--- src/rtl/pd_rx_pkg.sv ---
package pd_rx_pkg;
  typedef enum logic [2:0] {
    ST_IDLE_CHK = 3'd0,
    ST_IDLE     = 3'd1,
    ST_PRE      = 3'd2,
    ST_ORDSET   = 3'd3,
    ST_PAYLOAD  = 3'd4,
    ST_END      = 3'd5
  } rx_state_e;

  localparam logic [4:0] EOP_SYM = 5'b01101;
endpackage

--- src/rtl/pd_rx_static_timer.sv ---
module pd_rx_static_timer #(
  parameter int TMO_CLKS = 16,
  localparam int TW = $clog2(TMO_CLKS + 1)
) (
  input  logic clk_i,
  input  logic rst_ni,
  input  logic edge_i,
  output logic expired_o
);
  logic [TW-1:0] cnt_q;

  always_ff @(posedge clk_i or negedge rst_ni) begin
    if (!rst_ni)                         cnt_q <= '0;
    else if (edge_i)                     cnt_q <= '0;
    else if (cnt_q != TW'(TMO_CLKS))     cnt_q <= cnt_q + 1'b1;
  end

  assign expired_o = (cnt_q == TW'(TMO_CLKS));
endmodule

--- src/rtl/pd_rx_fsm.sv ---
module pd_rx_fsm
  import pd_rx_pkg::*;
#(
  parameter int PRE_BITS = 64,
  parameter int CNT_W    = 7,
  localparam int PRE_MIN = PRE_BITS / 2,
  localparam int PW      = $clog2(PRE_BITS + 1)
) (
  input  logic             clk_i,
  input  logic             rst_ni,
  input  logic             sym_valid_i,
  input  logic [4:0]       sym_i,
  input  logic             pre_bit_i,
  input  logic             ordset_det_i,
  input  logic             expired_i,
  input  logic [CNT_W-1:0] msg_syms_i,
  output logic             set_end_o,
  output logic             set_err_o,
  output logic             discard_o,
  output logic             restart_o,
  output logic             msg_act_o
);
  rx_state_e        st_q, st_d;
  logic [PW-1:0]    pre_q, pre_d;
  logic [CNT_W-1:0] cnt_q, cnt_d;
  logic             disc_d, rst_d;
  logic             is_eop;

  assign is_eop = (sym_i == EOP_SYM);

  always_comb begin
    st_d      = st_q;
    pre_d     = pre_q;
    cnt_d     = cnt_q;
    set_end_o = 1'b0;
    set_err_o = 1'b0;
    disc_d    = 1'b0;
    rst_d     = 1'b0;
    unique case (st_q)
      ST_IDLE_CHK: if (expired_i) st_d = ST_IDLE;
      ST_IDLE: begin
        if (pre_bit_i) begin
          st_d  = ST_PRE;
          pre_d = PW'(1);
        end
      end
      ST_PRE: begin
        if (pre_bit_i && pre_q != PW'(PRE_BITS)) pre_d = pre_q + 1'b1;
        if (expired_i) begin
          st_d  = ST_IDLE_CHK;
          rst_d = 1'b1;
        end else if (sym_valid_i) begin
          if (pre_q < PW'(PRE_MIN)) begin
            st_d  = ST_IDLE_CHK;
            rst_d = 1'b1;
          end else begin
            st_d = ST_ORDSET;
          end
        end
      end
      ST_ORDSET: begin
        if (expired_i) begin
          st_d  = ST_IDLE_CHK;
          rst_d = 1'b1;
        end else if (ordset_det_i) begin
          st_d  = ST_PAYLOAD;
          cnt_d = '0;
        end
      end
      ST_PAYLOAD: begin
        if (expired_i) begin
          // stalled line: abort with error
          st_d      = ST_END;
          set_end_o = 1'b1;
          set_err_o = 1'b1;
          disc_d    = 1'b1;
        end else if (sym_valid_i) begin
          if (cnt_q == msg_syms_i) begin
            st_d      = ST_END;
            set_end_o = 1'b1;
            if (!is_eop) begin
              set_err_o = 1'b1;
              disc_d    = 1'b1;
            end
          end else if (is_eop) begin
            // truncated message ahead of a hard reset
            st_d   = ST_IDLE_CHK;
            disc_d = 1'b1;
          end else begin
            cnt_d = cnt_q + 1'b1;
          end
        end
      end
      ST_END:  st_d = ST_IDLE_CHK;
      default: st_d = ST_IDLE_CHK;
    endcase
  end

  always_ff @(posedge clk_i or negedge rst_ni) begin
    if (!rst_ni) begin
      st_q      <= ST_IDLE_CHK;
      pre_q     <= '0;
      cnt_q     <= '0;
      discard_o <= 1'b0;
      restart_o <= 1'b0;
    end else begin
      st_q      <= st_d;
      pre_q     <= pre_d;
      cnt_q     <= cnt_d;
      discard_o <= disc_d;
      restart_o <= rst_d;
    end
  end

  assign msg_act_o = (st_q == ST_PAYLOAD);
endmodule

--- src/rtl/pd_rx_flags.sv ---
module pd_rx_flags #(
  parameter int NFLAG = 2
) (
  input  logic             clk_i,
  input  logic             rst_ni,
  input  logic [NFLAG-1:0] set_i,
  input  logic [NFLAG-1:0] clr_i,
  output logic [NFLAG-1:0] flag_o
);
  for (genvar g = 0; g < NFLAG; g++) begin : g_flag
    always_ff @(posedge clk_i or negedge rst_ni) begin
      if (!rst_ni)       flag_o[g] <= 1'b0;
      else if (set_i[g]) flag_o[g] <= 1'b1;
      else if (clr_i[g]) flag_o[g] <= 1'b0;
    end
  end
endmodule

--- src/rtl/pd_rx_seq.sv ---
module pd_rx_seq #(
  parameter int PRE_BITS = 64,
  parameter int TMO_CLKS = 16,
  parameter int MAX_SYMS = 80,
  localparam int CNT_W   = $clog2(MAX_SYMS + 1)
) (
  input  logic             clk_i,
  input  logic             rst_ni,
  input  logic             sym_valid_i,
  input  logic [4:0]       sym_i,
  input  logic             line_edge_i,
  input  logic             pre_bit_i,
  input  logic             ordset_det_i,
  input  logic [CNT_W-1:0] msg_syms_i,
  input  logic [1:0]       clr_i,
  output logic             msg_act_o,
  output logic             restart_o,
  output logic             discard_o,
  output logic             rx_msgend_o,
  output logic             rx_err_o
);
  logic       expired;
  logic       set_end, set_err;
  logic [1:0] flags;

  pd_rx_static_timer #(.TMO_CLKS(TMO_CLKS)) u_tmr (
    .clk_i     (clk_i),
    .rst_ni    (rst_ni),
    .edge_i    (line_edge_i),
    .expired_o (expired)
  );

  pd_rx_fsm #(.PRE_BITS(PRE_BITS), .CNT_W(CNT_W)) u_fsm (
    .clk_i        (clk_i),
    .rst_ni       (rst_ni),
    .sym_valid_i  (sym_valid_i),
    .sym_i        (sym_i),
    .pre_bit_i    (pre_bit_i),
    .ordset_det_i (ordset_det_i),
    .expired_i    (expired),
    .msg_syms_i   (msg_syms_i),
    .set_end_o    (set_end),
    .set_err_o    (set_err),
    .discard_o    (discard_o),
    .restart_o    (restart_o),
    .msg_act_o    (msg_act_o)
  );

  pd_rx_flags #(.NFLAG(2)) u_flags (
    .clk_i  (clk_i),
    .rst_ni (rst_ni),
    .set_i  ({set_err, set_end}),
    .clr_i  (clr_i),
    .flag_o (flags)
  );

  assign rx_msgend_o = flags[0];
  assign rx_err_o    = flags[1];
endmodule

--- config.mk ---
export PLATFORM = sky130hd
export DESIGN_NAME = pd_rx_seq
export DESIGN_NICKNAME = d
export VERILOG_FILES = /design/src/rtl/pd_rx_pkg.sv /design/src/rtl/pd_rx_static_timer.sv /design/src/rtl/pd_rx_fsm.sv /design/src/rtl/pd_rx_flags.sv /design/src/rtl/pd_rx_seq.sv
export SDC_FILE = /design/constraint.sdc
export NUM_CORES = 1
export LEC_CHECK = 0
export ABC_AREA = 1
export CAP_MARGIN = 20
export CELL_PAD_IN_SITES_DETAIL_PLACEMENT = 1
export CELL_PAD_IN_SITES_GLOBAL_PLACEMENT = 2
export CORE_AREA = 2 2 82 77
export DETAILED_ROUTE_END_ITERATION = 7
export DIE_AREA = 0 0 84 79
export MAX_ROUTING_LAYER = met4
export PLACE_DENSITY = 0.78
export SLEW_MARGIN = 20
export SYNTH_ARGS = -nofsm -noshare
export SYNTH_HDL_FRONTEND = slang
export SYNTH_SLANG_ARGS = --single-unit
--- constraint.sdc ---
create_clock -name clk_i -period 1.75 [get_ports clk_i]
set_input_delay 0.35 -clock clk_i [delete_from_list [all_inputs] [get_ports clk_i]]
set_output_delay 0.35 -clock clk_i [all_outputs]
set_load 0.005 [all_outputs]
* Word level (Yosys, flattened, before mapping) *
Cells that the tools add are included.
W data, S select, Z words.

storage, ports and cells
  flip-flop bits (word level) = 26
  input bits = 20
  output and inout bits = 5
  word-level logic and storage cells = 91

cells by class
  add/sub/neg operators = 3
  magnitude comparators = 1
  eq/ne operators = 22
  multiplexer cells = 47
  reductions and logical operators = 10

operators with widths
  cell                   number
  $mux W7                8
  $mux W3                10
  $pmux W7 S2            2
  $mux W1                22
  $ne A2 B2 Y1 const B   8
  $pmux W3 S5            1
  $add A7 B1 Y7 const B  2
  $mux W5                2
  $reduce_bool A2 Y1     5
  $eq A7 B7 Y1           1
  $lt A7 B6 Y1 const B   1
  $ne A7 B7 Y1 const B   1
  $reduce_and A7 Y1      1
  $eq A3 B2 Y1 const B   2
  $ne A3 B3 Y1 const B   2
  $reduce_and A6 Y1      1
  $add A5 B1 Y5 const B  1
  $eq A5 B4 Y1 const B   1
  $eq A5 B5 Y1 const B   1
  $ne A5 B5 Y1 const B   1
  $ne A4 B1 Y1 const B   1
  $eq A3 B1 Y1 const B   1
  $eq A3 B3 Y1 const B   1
  $logic_not A3 Y1       1
  other kinds (6)        6

* Longest topological paths before layout *
  depth after elaboration = 7
  gate-level depth with buffers = 11
  depth with buffers taken out = 11

* Hierarchy *
Synthesis repeated with hierarchy kept, for this count alone.

unflattened totals
  cells, all modules = 267
  area, all modules = 1851.8 um^2

modules (own cells, without submodules)
  module              instances  cells an instance  area each (um^2)  sequential area each (um^2)
  pd_rx_fsm           1          219                1478.9            475.5
  pd_rx_static_timer  1          38                 292.8             125.1
  pd_rx_flags         1          10                 80.1              50.0

* Least setup slack after synthesis *
No wires, ideal clock.

  path type = register to register
  start point = register u_tmr.cnt_q[0]
  end point = register u_fsm.cnt_q[0]
  library setup time = 0.117 ns
  data arrival time = 1.293 ns
  data required time = 1.633 ns
  setup slack = 0.340 ns
  stages on the path, launching flop included = 11
  path buffers = 1
  clock period less this slack = 1.410 ns
  path through = dfrtp_1 inv_1 ha_1 nand4_4 inv_2 buf_6 nor2_1 nand2_1 nand2_2 nand2_1 nand2_1

between the ends
  cells in the longest elaborated chain, start to end = 3
  elaborated cells on any way between the ends = 4
  classes of those cells = eq/ne: 3; reduce/logical: 1

RTL lines
  item                           line                      RTL
  start, declared                pd_rx_static_timer.sv:10  logic [TW-1:0] cnt_q;
  start signal, assigned         pd_rx_static_timer.sv:15  else if (cnt_q != TW'(TMO_CLKS)) cnt_q <= cnt_q + 1'b1;
  $eq A5 B5 Y1 *                 pd_rx_static_timer.sv:18  assign expired_o = (cnt_q == TW'(TMO_CLKS));
  $ne A2 B2 Y1 (no line)         n/a
  $reduce_and A7 Y1 (no line) *  n/a
  end signal, assigned           pd_rx_fsm.sv:109          cnt_q <= cnt_d;
  end, declared                  pd_rx_fsm.sv:25           logic [CNT_W-1:0] cnt_q, cnt_d;

Mark *: on every way between the ends. The rest lies on a longest branch, timed or not.
A chain may end at the register's enable or synchronous reset.

* Worst setup path after layout *
  start point = register u_tmr.cnt_q[0]
  end point = register u_fsm.st_q[0]

between the ends
  cells in the longest elaborated chain, start to end = 3
  elaborated cells on any way between the ends = 11
  classes of those cells = eq/ne: 6; mux: 4; reduce/logical: 1

RTL lines
  item                                                               line                      RTL
  $eq A5 B5 Y1 *                                                     pd_rx_static_timer.sv:18
  $ne A4 B1 Y1 (no line), or another cell as far along               n/a
  $reduce_and A6 Y1 (no line) / $pmux W3 S5 (equally long branches)  n/a
  end signal, assigned                                               pd_rx_fsm.sv:107          st_q <= st_d;
  end, declared                                                      pd_rx_fsm.sv:23           rx_state_e st_q, st_d;

Marks and branches as above.

==> flow_summary_export.csv <==
group,metric,value,unit
run_status,status,"finished, final reports clean",
synthesis,yosysSeqAreaShare,38.6,%
synthesis,synth_area_leaders,"dfrtp_1 (39%), nand2_1 (17%), nor2_1 (6.9%)",
synthesis,yosys.area.top_type_share,38.6,%
clocking,ctsHoldBuffers,0,
global_routing,grt_busiest_layer,"met2",
job,max_cap_viol_count,0,
finish,areaGrowthSynthToFinish,25.9,%
min_path,hp-class,"input port to asynchronous set/reset pin",
worst_setup_path,worst-setup-path-type,"flip-flop to flip-flop",
worst_setup_path,crit_path_end,"u_fsm.st_q[0]",
floorplan,start_util,28.8,%
place,gp_congestion,0.771,
clocking,cts_tree,"built",
floorplan,dieHeight,79,um
worst_setup_path,critPathBufInv,3,
global_routing,antenna_found_initial,0,
sta,maxSlewViolCount,0,
worst_setup_path,cpMaxStageDelayCell,"dfrtp_1",
synthesis,synth_top_flop_cell,"dfrtp_1",
sta,min_period,1650,ps
synthesis,synth.most_common_cell,"nand2_1",
floorplan,coreArea,5840,sq um
clocking,insertion_delay,270,ps
global_routing,grt_use_met1,17.5,%
drt,drt-total-wl,4250,um
sta,fin_skew,3.74,ps
finish,drive_above_1_share,12.4,%
worst_setup_path,cp_max_fo,8,
worst_setup_path,critPathTopFamily,"simple AND/OR/NAND/NOR gates",
synthesis,yosys.area.top_type,"dfrtp_1",
synthesis,syn_inst,231,
synthesis,synth_nets,257,
sta,fin_ws,104,ps
floorplan,die-area,6640,sq um
place,place_ws,-93.2,ps
floorplan,rows,27,
sta,maxSlewHeadroom,75.1,%
clocking,clock-root-buffer,"clkbuf_8",
synthesis,synth-seq-cells,26,
synthesis,netlist_area,1680,sq um
power,finalPower,0.00202,W
floorplan,die-width,84,um
synthesis,yosys-top-cells-count,"nand2_1 (75), nor2_1 (31), inv_1 (27)",
worst_setup_path,r2r_slack,100,ps
finish,post-route-util,36.3,%
clocking,clockBufferDepth,2,
worst_setup_path,crit_path_cell_trace,"inv_1, ha_1, nand4_4, inv_2, nor2_1, a21oi_2, nand2_2, inv_2, nand2_1, nand2_1",
worst_setup_path,worstSetupStartpoint,"u_tmr.cnt_q[0]",
worst_setup_path,worst_ep_arrival_time,1860,ps
power,leakage,1.01,nW
drt,antenna_left,0,
worst_setup_path,r2r.worst_path.cells,10,
clocking,cts_buffers,3,
worst_setup_path,r2r-end,"u_fsm.st_q[0]",
clocking,clock_sinks,26,
global_routing,grt_pass1_vias,1578,
worst_setup_path,r2r_start,"u_tmr.cnt_q[0]",
finish,fill_cells,748,
place,numPortBuffers,24,
clocking,path_clk_slew,90,ps
place,place_area,2060,sq um
floorplan,num_io_pins,25,
sta,hold_viol_final,0,
sta,rsz0062_at_grt,"no",
drt,vias,1533,
global_routing,grt_usage,13.9,%
sta,worst_pin_slew,373,ps
sta,timing.fmax,608,MHz
drt,drc,0,
worst_setup_path,worstPathRequired,1960,ps
global_routing,use_met3,1.35,%
finish,nNetsFinal,295,
clocking,h-tree-depth,1,
synthesis,avgSynthCellArea,7.29,sq um
drt,detail_route.wl_per_cell,12.5,um
worst_setup_path,cpPeakStageDelay,420,ps
worst_setup_path,endpoint_kind,"flip-flop",
sta,post-route-period-util,94.0,%
finish,regArea,651,sq um
global_routing,grt_remaining_overflow,0,
place,hpwl,3300,um
worst_setup_path,cp.depth,10,
finish,antenna_cells,0,
synthesis,synth_cell_types,29,
global_routing,grt_max_degree,27,
synthesis,synthArstFlopShare,100,%
finish,multi_input_area,892,sq um
power,p_per_area,951,nW/um^2
drt,dr.pass1.iters,4,
drt,drt-initial-drc-count,51,
sta,setup_violations,0,
global_routing,grt_pass1_wl,7290,um
drt,vias_per_cell,4.52,
finish,fin_area,2120,sq um
power,peakVddDrop,381,uV
worst_setup_path,startpoint_type,"flip-flop",
synthesis,synth-edff-count,0,
synthesis,ys_warn_count,0,
global_routing,grtUsageMet2,24.2,%
worst reg2reg max path: stages, from the launching register on:
cell	delay, ps
dfrtp_1	420
inv_1	90
ha_1	190
nand4_4	190
inv_2	200
nor2_1	90
a21oi_2	150
nand2_2	90
inv_2	70
nand2_1	40
nand2_1	60
kinds of logic (layout without fill, tap and decap cells):
logic type / count (synthesis) / after routing / share of synthesized area (%)
flops: 26 / 26 / 38.6
xor+xnor: 11 / 11 / 5.72
simple gates: 132 / 132 / 34.6
fa+ha+maj: 6 / 6 / 4.46
compound gates: 22 / 22 / 7.80
buf+inv: 34 / 70 / 8.77
layout make-up:
cell class                      instances  area share, %
Multi-Input combinational cell        171           42.1
Sequential cell                        26           30.7
Timing Repair Buffer                   35           15.2
Inverter                               32           5.90
Tap cell                               72           4.25
Clock buffer                            3           1.95
routing by layer:
| layer | share of wire (%) | up-vias |
|---|---|---|
| met2 | 48 | 12 |
| met3 | 1.9 | 4 |
| met1 | 50 | 718 |
| li1 | - | 799 |
| met5 | 0 | - |
| met4 | 0.85 | 0 |
power breakdown:
part | switching [W] | internal, W
Combinational | 0.000546 | 0.000355
Clock | 0.000194 | 0.000155
Sequential | 0.0000807 | 0.000686
Total | 0.000821 | 0.00120
cell usage in the layout, fill, tap and decap left out, types with 3 or more instances in the layout:
cell / instances
nand2_1: 75
nor2_1: 30
inv_1: 26
dfrtp_1: 26
clkdlybuf4s50_1: 23
buf_4: 11
nand3_1: 8
xnor2_1: 6
a21oi_1: 6
ha_1: 6
xor2_1: 5
inv_2: 5
o21ai_1: 4
nor3_1: 4
nor2_2: 3
o22ai_1: 3
nand2_2: 3
clkbuf_8: 3
worst min-delay path by stage:
stage                       from                end  slack, ps  depth (start not counted)
2_1_floorplan             rst_ni  u_flags.flag_o[0]         50                          0
3_3_place_gp   u_flags.flag_o[0]  u_flags.flag_o[0]        520                          2
3_5_place_dp   u_flags.flag_o[1]  u_flags.flag_o[1]        530                          2
4_1_cts                   rst_ni     u_tmr.cnt_q[3]        460                          2
5_1_grt                   rst_ni     u_fsm.pre_q[2]        470                          2
6_report                  rst_ni     u_tmr.cnt_q[3]        450                          2
repair_timing:
item | CTS | global route
pin swaps | 1 | 0
gates resized for setup | 3 | 1
setup endpoints to repair | 1 | 1
buffers inserted | 2 | 0
through the flow:
stage          instances  setup TNS, ps  hold WS, ps
6_report             339              0          449
5_1_grt              339              0          468
4_1_cts              339              0          459
3_5_place_dp         334           -881          528
3_3_place_gp         334           -759          518
2_1_floorplan        231              0         54.4
flip-flops by register name, indices dropped and copies added, names as in the netlist:
signal	flops
u_fsm.st_q	3
u_flags.flag_o	2
u_tmr.cnt_q	5
u_fsm.pre_q	7
u_fsm.cnt_q	7
u_fsm.discard_o	1
u_fsm.restart_o	1
Power figures use the tool's default switching activity.
